[config.mk]
export PLATFORM = sky130hd
export DESIGN_NAME = serial_rom_slave
export DESIGN_NICKNAME = d
export VERILOG_FILES = /design/src/rtl/srs_pkg.sv /design/src/rtl/srs_event_decode.sv /design/src/rtl/srs_rom.sv /design/src/rtl/srs_engine.sv /design/src/rtl/serial_rom_slave.sv
export SDC_FILE = /design/constraint.sdc
export NUM_CORES = 1
export LEC_CHECK = 0
export BUFFER_PORTS_ARGS = -buffer_cell sky130_fd_sc_hd__buf_2
export CAP_MARGIN = 5
export CORE_MARGIN = 2
export CORE_UTILIZATION = 40
export CTS_CLUSTER_SIZE = 14
export DETAILED_ROUTE_END_ITERATION = 8
export PLACE_DENSITY = 0.54
export SLEW_MARGIN = 15
export SYNTH_ARGS = -nofsm -noshare
export SYNTH_HDL_FRONTEND = slang
export SYNTH_HIERARCHICAL = 1
export SYNTH_SLANG_ARGS = --single-unit
[constraint.sdc]
create_clock -name clk -period 7.2 [get_ports clk]
set_clock_uncertainty 0.15 [all_clocks]
set_input_delay 0.36 -clock clk [delete_from_list [all_inputs] [get_ports clk]]
set_output_delay 0.36 -clock clk [all_outputs]
set_load 0.02 [all_outputs]
[src/rtl/srs_pkg.sv]
// Shared definitions for the serial ROM responder.
// Assumes a byte-wide address so one address byte selects the whole store.
package srs_pkg;

    // Classification of one update against the previously stored levels.
    typedef enum logic [2:0] {
        EV_NONE,       // no update this cycle
        EV_START,      // data fell while clock stayed high
        EV_STOP,       // data rose while clock stayed high
        EV_RISE_SAME,  // clock rose, data unchanged
        EV_RISE_CHG,   // clock rose, data changed with it
        EV_OTHER       // any other level update
    } bus_ev_t;

    // Content of the store at one index.
    function automatic logic [7:0] rom_value(input int idx, input int seed);
        int v;
        v = idx * 29 + seed;
        return v[7:0];
    endfunction

endpackage

[src/rtl/srs_event_decode.sv]
// Event decoder: classifies an update by comparing the new clock and data
// levels with the ones stored at the previous update.
// Assumes the stored levels come from the engine registers.
module srs_event_decode
    import srs_pkg::*;
(
    input  logic    upd_i,
    input  logic    prev_scl,
    input  logic    prev_sda,
    input  logic    scl_i,
    input  logic    sda_i,
    output bus_ev_t ev_o
);

    // Purpose: pick the single event class for this cycle.
    always_comb begin
        if (!upd_i)
            ev_o = EV_NONE;
        else if (prev_scl && scl_i && (prev_sda != sda_i))
            ev_o = sda_i ? EV_STOP : EV_START;
        else if (!prev_scl && scl_i)
            ev_o = (prev_sda == sda_i) ? EV_RISE_SAME : EV_RISE_CHG;
        else
            ev_o = EV_OTHER;
    end

endmodule

[src/rtl/srs_rom.sv]
// Constant store: combinational lookup into a table computed from SEED.
// Assumes the address is valid in the same cycle as the read.
module srs_rom #(
    parameter int BYTE_W = 8,
    parameter int SEED   = 90
) (
    input  logic [BYTE_W-1:0] addr_i,
    output logic [BYTE_W-1:0] data_o
);

    localparam int DEPTH = 1 << BYTE_W;

    logic [BYTE_W-1:0] table_w [DEPTH];

    // Build one constant entry per address.
    for (genvar i = 0; i < DEPTH; i++) begin : g_entry
        assign table_w[i] = BYTE_W'(srs_pkg::rom_value(i, SEED));
    end

    assign data_o = table_w[addr_i];

endmodule

[src/rtl/srs_engine.sv]
// Transaction engine: position counter, control, address and data
// registers, acknowledge flag, and the stored bus levels.
// Assumes events come from srs_event_decode for the same cycle.
module srs_engine
    import srs_pkg::*;
#(
    parameter int BYTE_W = 8,
    parameter int TICK_W = 5
) (
    input  logic              clk,
    input  logic              rst_n,
    input  bus_ev_t           ev_i,
    input  logic              scl_i,
    input  logic              sda_i,
    input  logic [BYTE_W-1:0] rom_data_i,
    output logic [BYTE_W-1:0] rom_addr_o,
    output logic              line_scl_o,
    output logic              line_sda_o,
    output logic [TICK_W-1:0] tick_o,
    output logic              ack_o
);

    localparam int CMD_END  = BYTE_W + 1;
    localparam int LAST_END = 2 * BYTE_W + 1;

    logic              scl_q, sda_q, ack_q;
    logic [TICK_W-1:0] tick_q;
    logic [BYTE_W-1:0] cmd_q, addr_q, data_q;

    logic              sda_n, ack_n;
    logic [TICK_W-1:0] tick_n, tick_inc;
    logic [BYTE_W-1:0] cmd_n, addr_n, data_n, addr_shift;
    logic              idle;

    assign idle       = (tick_q == '0) && !ack_q;
    assign tick_inc   = tick_q + 1'b1;
    assign addr_shift = {addr_q[BYTE_W-2:0], sda_i};
    assign rom_addr_o = addr_shift;

    // Work out the next register values for this event.
    always_comb begin
        sda_n  = sda_i;
        ack_n  = ack_q;
        tick_n = tick_q;
        cmd_n  = cmd_q;
        addr_n = addr_q;
        data_n = data_q;
        if (ev_i == EV_START) begin
            tick_n = TICK_W'(1);
            cmd_n  = '0;
        end else if (ev_i == EV_STOP || idle) begin
            // levels recorded only
        end else if (ev_i == EV_RISE_SAME || ev_i == EV_RISE_CHG) begin
            if (ack_q) begin
                sda_n = 1'b0;
                ack_n = 1'b0;
            end else if (ev_i == EV_RISE_SAME) begin
                if (tick_q < TICK_W'(CMD_END)) begin
                    cmd_n  = {cmd_q[BYTE_W-2:0], sda_i};
                    tick_n = tick_inc;
                    if (tick_inc == TICK_W'(CMD_END))
                        ack_n = 1'b1;
                end else begin
                    if (cmd_q[0])
                        sda_n = data_q[BYTE_W-1];
                    addr_n = addr_shift;
                    data_n = data_q << 1;
                    tick_n = tick_inc;
                    if (tick_inc == TICK_W'(LAST_END)) begin
                        data_n = rom_data_i;
                        ack_n  = 1'b1;
                        tick_n = '0;
                    end
                end
            end
        end
    end

    // Register the state on each update strobe.
    always_ff @(posedge clk) begin
        if (!rst_n) begin
            scl_q  <= 1'b1;
            sda_q  <= 1'b1;
            ack_q  <= 1'b0;
            tick_q <= '0;
            cmd_q  <= '0;
            addr_q <= '0;
            data_q <= '0;
        end else if (ev_i != EV_NONE) begin
            scl_q  <= scl_i;
            sda_q  <= sda_n;
            ack_q  <= ack_n;
            tick_q <= tick_n;
            cmd_q  <= cmd_n;
            addr_q <= addr_n;
            data_q <= data_n;
        end
    end

    assign line_scl_o = scl_q;
    assign line_sda_o = sda_q;
    assign tick_o     = tick_q;
    assign ack_o      = ack_q;

endmodule

[src/rtl/serial_rom_slave.sv]
// Top level of the serial ROM responder: decoder, engine and constant store.
// Assumes the master presents levels only through the update strobe.
module serial_rom_slave #(
    parameter int BYTE_W = 8,
    parameter int SEED   = 90
) (
    input  logic clk,
    input  logic rst_n,
    input  logic upd_i,
    input  logic scl_i,
    input  logic sda_i,
    output logic sda_o
);
    import srs_pkg::*;

    localparam int TICK_W = $clog2(2 * BYTE_W + 2);

    bus_ev_t           ev;
    logic              line_scl, line_sda, ack_w;
    logic [TICK_W-1:0] tick_w;
    logic [BYTE_W-1:0] rom_addr, rom_data;

    srs_event_decode i_decode (
        .upd_i    (upd_i),
        .prev_scl (line_scl),
        .prev_sda (line_sda),
        .scl_i    (scl_i),
        .sda_i    (sda_i),
        .ev_o     (ev)
    );

    srs_rom #(.BYTE_W(BYTE_W), .SEED(SEED)) i_rom (
        .addr_i (rom_addr),
        .data_o (rom_data)
    );

    srs_engine #(.BYTE_W(BYTE_W), .TICK_W(TICK_W)) i_engine (
        .clk        (clk),
        .rst_n      (rst_n),
        .ev_i       (ev),
        .scl_i      (scl_i),
        .sda_i      (sda_i),
        .rom_data_i (rom_data),
        .rom_addr_o (rom_addr),
        .line_scl_o (line_scl),
        .line_sda_o (line_sda),
        .tick_o     (tick_w),
        .ack_o      (ack_w)
    );

    assign sda_o = line_sda;

endmodule

Yosys cells after proc, flatten, opt, wreduce, memory -nomap -nowiden --
Memory sizes are Yosys's and may differ from the RTL's. Cells that the tools add are included.
Storage, ports and cells: register bits 24, memory bits (read-only) 2048, word-level logic and storage cells 76, memories kept 1
Memories:
- (name not given) | words 256, bits a word 8, rd ports 1, clocked after memory_dff 0, write ports 0, line srs_rom.sv:20 | assign data_o = table_w[addr_i];
Cells by class: $add $sub $neg 1, bitwise operators 5, eq/ne operators 10, reductions and logical operators 17, mux-type cells 33, $lt $le $gt $ge 2
Operators by type and width (number):
- $mux W5 | 7
- $mux W8 | 3
- $mux W1 | 18
- $mux W3 | 4
- $ge A9 B9 Y1 const B | 1
- $not A8 Y9 | 1
- $reduce_and A7 Y1 | 1
- $eq A3 B2 Y1 const B | 2
- $reduce_and A6 Y1 | 1
- $reduce_bool A2 Y1 | 3
- $add A5 B1 Y5 const B | 1
- $eq A5 B4 Y1 const B | 1
- $eq A5 B5 Y1 const B | 1
- $logic_not A5 Y1 | 1
- $lt A5 B4 Y1 const B | 1
- $reduce_and A5 Y1 | 1
- $logic_and A1 B1 Y1 | 4
- $not A1 Y1 | 4
- $reduce_and A4 Y1 | 1
- $eq A3 B1 Y1 const B | 1
- $eq A3 B3 Y1 const B | 1
- $reduce_bool A3 Y1 | 1
- $logic_not A1 Y1 | 2
- $logic_or A1 B1 Y1 | 2
- 5 further kinds | 5

Logic depth before layout (Yosys ltp) --
depth in word-level cells 11, mapped depth 11, depth with buffers taken out 9

Modules after synthesis --
The synthesis kept the hierarchy.
By module, submodules not included:
- srs_engine | area an instance 1311.3 um^2, seq. area each 480.5 um^2, cells an instance 150, instances 1
- srs_rom | area an instance 884.6 um^2, seq. area each 0.0 um^2, cells an instance 136, instances 1
- srs_event_decode | area an instance 67.6 um^2, seq. area each 0.0 um^2, cells an instance 10, instances 1

Least setup slack after synthesis --
OpenSTA, ideal clock, no wires.
kind register -> register, start point register i_engine.addr_q[0], end point register i_engine.data_q[6], required time 6.980 ns, path slack 4.768 ns, buffers on the path 1, arrival time 2.212 ns, stages on the path, launching flop included 11, clock period less this slack 2.432 ns, cell sequence dfxtp_1 inv_1 ha_1 buf_4 or3b_1 a211oi_1 nor3_1 o311a_1 a311oi_1 mux2i_1 a21oi_1
On the way: word-level cells in the longest chain between the ends 5
Ends and longest elaborated chain:
- start: declaration | line srs_engine.sv:28 | logic [BYTE_W-1:0] cmd_q, addr_q, data_q;
- start signal: assignment | line srs_engine.sv:95 | addr_q <= addr_n;
- $not A8 Y9 (implied by the code) | line srs_rom.sv:20
- $mem_v2 Z256 W8
- $mux W8 (implied by the code) (2 in a row) | line srs_rom.sv:20
- net rom_data[6] | line serial_rom_slave.sv:21 | logic [BYTE_W-1:0] rom_addr, rom_data;
- $mux W8 | line srs_engine.sv:69 | if (tick_inc == TICK_W'(LAST_END)) begin
- end signal: assignment | line srs_engine.sv:96 | data_q <= data_n;
- end: declaration | line srs_engine.sv:28
The timed path passes the listed nets, and every way through them passes these cells. The select of a mux whose other input is x is not followed. A chain may end at the register's enable or synchronous reset.

Worst setup path in the final report --
Same ends and word-level chain as after synthesis.

==> metrics <==
outcome=completed; relative slew slack=0.3723; clock transition at the registers of the reported paths=0.08 ns; GRT overflow=0; top achievable clock speed=358.0 MHz; Port Buffers=5; CTS tree=done; R2R Setup Slk=4.41 ns; Static Leak=0.0007372 µW; Synthesized Nets=313; syn avg cell area=7.647 µm²; vias in the first global route=1855; Final WS setup=4.407 ns; register area=480.5 µm²; Final ANT Viol Nets=0; Synth-to-Final Area Change=1.548%; Post-CTS Hold Buffers=0; crit path time final=2.793 ns; CP max FO=14; wire length per cell=14.40 µm; I/O Pins=6; Synth Flop Type=dfxtp_1; post_cts resized=0; Final Cycle Share=0.3880; GRT Util Overall=0.1729; core area=0.005473 mm²; Worst setup EP type=flip-flop; placed instance area=0.002257 mm²; area of the mapped netlist=0.002263 mm²; Die Y=79.23 µm; post-route cell area=0.002298 mm²; pre-CTS WS=4.407 ns; Die X=79.23 µm; routed wire length=5141 µm; CP Class=flip-flop to flip-flop; multi-input logic area=0.001605 mm²; Post-Syn Instances=296; Critical Path RT=7.25 ns; Root Driver=clkbuf_8; initial antenna violation count=0; post-CTS setup buffer count=0; Fillers=587; largest area contributor in the netlist=dfxtp_1; peak supply drop=0.05174 mV; Final Wtd Congestion=0.8331; critical path startpoint category=flip-flop; Worst Tran Pin Value=0.9403 ns; PwrDens=107.2 mW/mm²; Setup TNS=0 ns; Max Cap Viol=0; DRC violations left=0; worst min path class=input pin to flip-flop; #FFs+latches synth=24; crit path DAT=2.84 ns; fraction of registers with async set/reset=0; Setup-failing EPs final=0; initial core utilization=0.4136; register area share after synthesis=0.2123; clk sinks=24; Post-synth top cells=nand2_1 (40), a21oi_1 (25), dfxtp_1 (24), nor2_1 (17), mux2i_1 (16); Pre-antenna DRT Iters=5; Synth Warn #=6; largest net degree at the start of global routing=37; RSZ-0062 raised after global routing=false; first-pass GRT wire length=8921 µm; via density per instance=5.756; post-synthesis cell type count=63; WHS=0.2039 ns; Slew Viols, Final=0; clk_lat worst skew=0.26 ns; dominant cell by count in the synthesized netlist=nand2_1; dominant cells by area after synthesis=dfxtp_1 (21%), mux2i_1 (7.1%), ha_1 (6.6%); # rows=27; layout cell share with drive strength beyond 1=0.08421; DRT iter0 DRCs=115; TritonCTS buffer count=3; full die area=0.006277 mm²; H-tree depth=1; dpl hpwl=3536 µm; final hold viol count=0; Total Nets Final=304; Bufs on Longest Clock Path=2; number of diodes=0; share of the synthesized area in the top cell type=0.2123; Post-synth EDFFs=0; DR vias=2055
[final cells by class]
class | count | share of cell area
clock buffer | 3 | 0.01796
inverter | 11 | 0.01796
multi-input combinational | 240 | 0.6984
sequential | 24 | 0.2090
tap | 72 | 0.03919
timing repair buffer | 7 | 0.01742
[metal layers]
layer,wire [µm],vias to the layer above,track usage,share of wire
li1,-,1060,-,-
met1,2687,951,0.2510,0.52
met2,2269,36,0.2737,0.44
met3,119,8,0.01477,0.023
met4,65,0,0.04655,0.013
met5,0,-,0,0
[logic make-up after synthesis]
kind of cell | Yosys count | synth area share
fa+ha+maj | 12 | 0.06633
xor+xnor | 6 | 0.02322
buf+inv | 32 | 0.07850
mux | 17 | 0.08071
compound gates | 97 | 0.2814
simple gates | 108 | 0.2576
flops | 24 | 0.2123
[per-stage QoR]
step | util | power [µW] | instances
finish | 0.4200 | 246.4 | 357
global route | 0.4200 | 260.0 | 357
CTS | 0.4200 | 248.5 | 357
detailed placement | 0.4124 | 170.7 | 354
global placement | 0.4124 | 171.0 | 354
floorplan | - | 163.7 | 296
[state kept, by name, indices dropped and copies added, names as in the netlist]
register,cells
i_engine/ack_o,1
i_engine/addr_q,7
i_engine/cmd_q,1
i_engine/data_q,8
i_engine/line_scl_o,1
i_engine/line_sda_o,1
i_engine/tick_o,5
[power breakdown]
part / internal, µW / leakage, µW / switching (µW) / total, µW
clock: 37.4 / 0.0000216 / 41.3 / 78.6
combinational: 13.1 / 0.000522 / 18.1 / 31.2
sequential: 134 / 0.000194 / 2.40 / 137
[worst max-delay path, stage by stage, from the launching register on]
cell and delay, ns:
dfxtp_1 0.59, inv_1 0.22, ha_1 0.49, or3b_1 0.37, a211oi_1 0.21, nor3_1 0.09
o311a_1 0.13, a311oi_1 0.23, mux2i_1 0.11, a21oi_1 0.14
[final timing paths]
| path | endpoint | depth (start not counted) | start |
|---|---|---|---|
| worst max-delay path | i_engine/data_q[6] | 9 | i_engine/addr_q[0] |
| worst min-delay path | i_engine/line_scl_o | 3 | scl_i |
| worst max register to register | i_engine/data_q[6] | 9 | i_engine/addr_q[0] |
| worst min register to register | i_engine/data_q[0] | 2 | i_engine/data_q[0] |
[placed cells by master (no fill, tap or decap), drive strengths merged, types with 4 or more instances in the layout]
master	instances
o21ai	24
dfxtp	24
nand2	41
ha	12
nor3	5
buf	7
nand3	9
o211ai	5
inv	11
nand2b	4
o311a	4
mux2i	16
a21oi	26
and2	5
xnor2	4
a211oi	6
a21boi	11
nor2	18
Power figures use the tool's default switching activity.
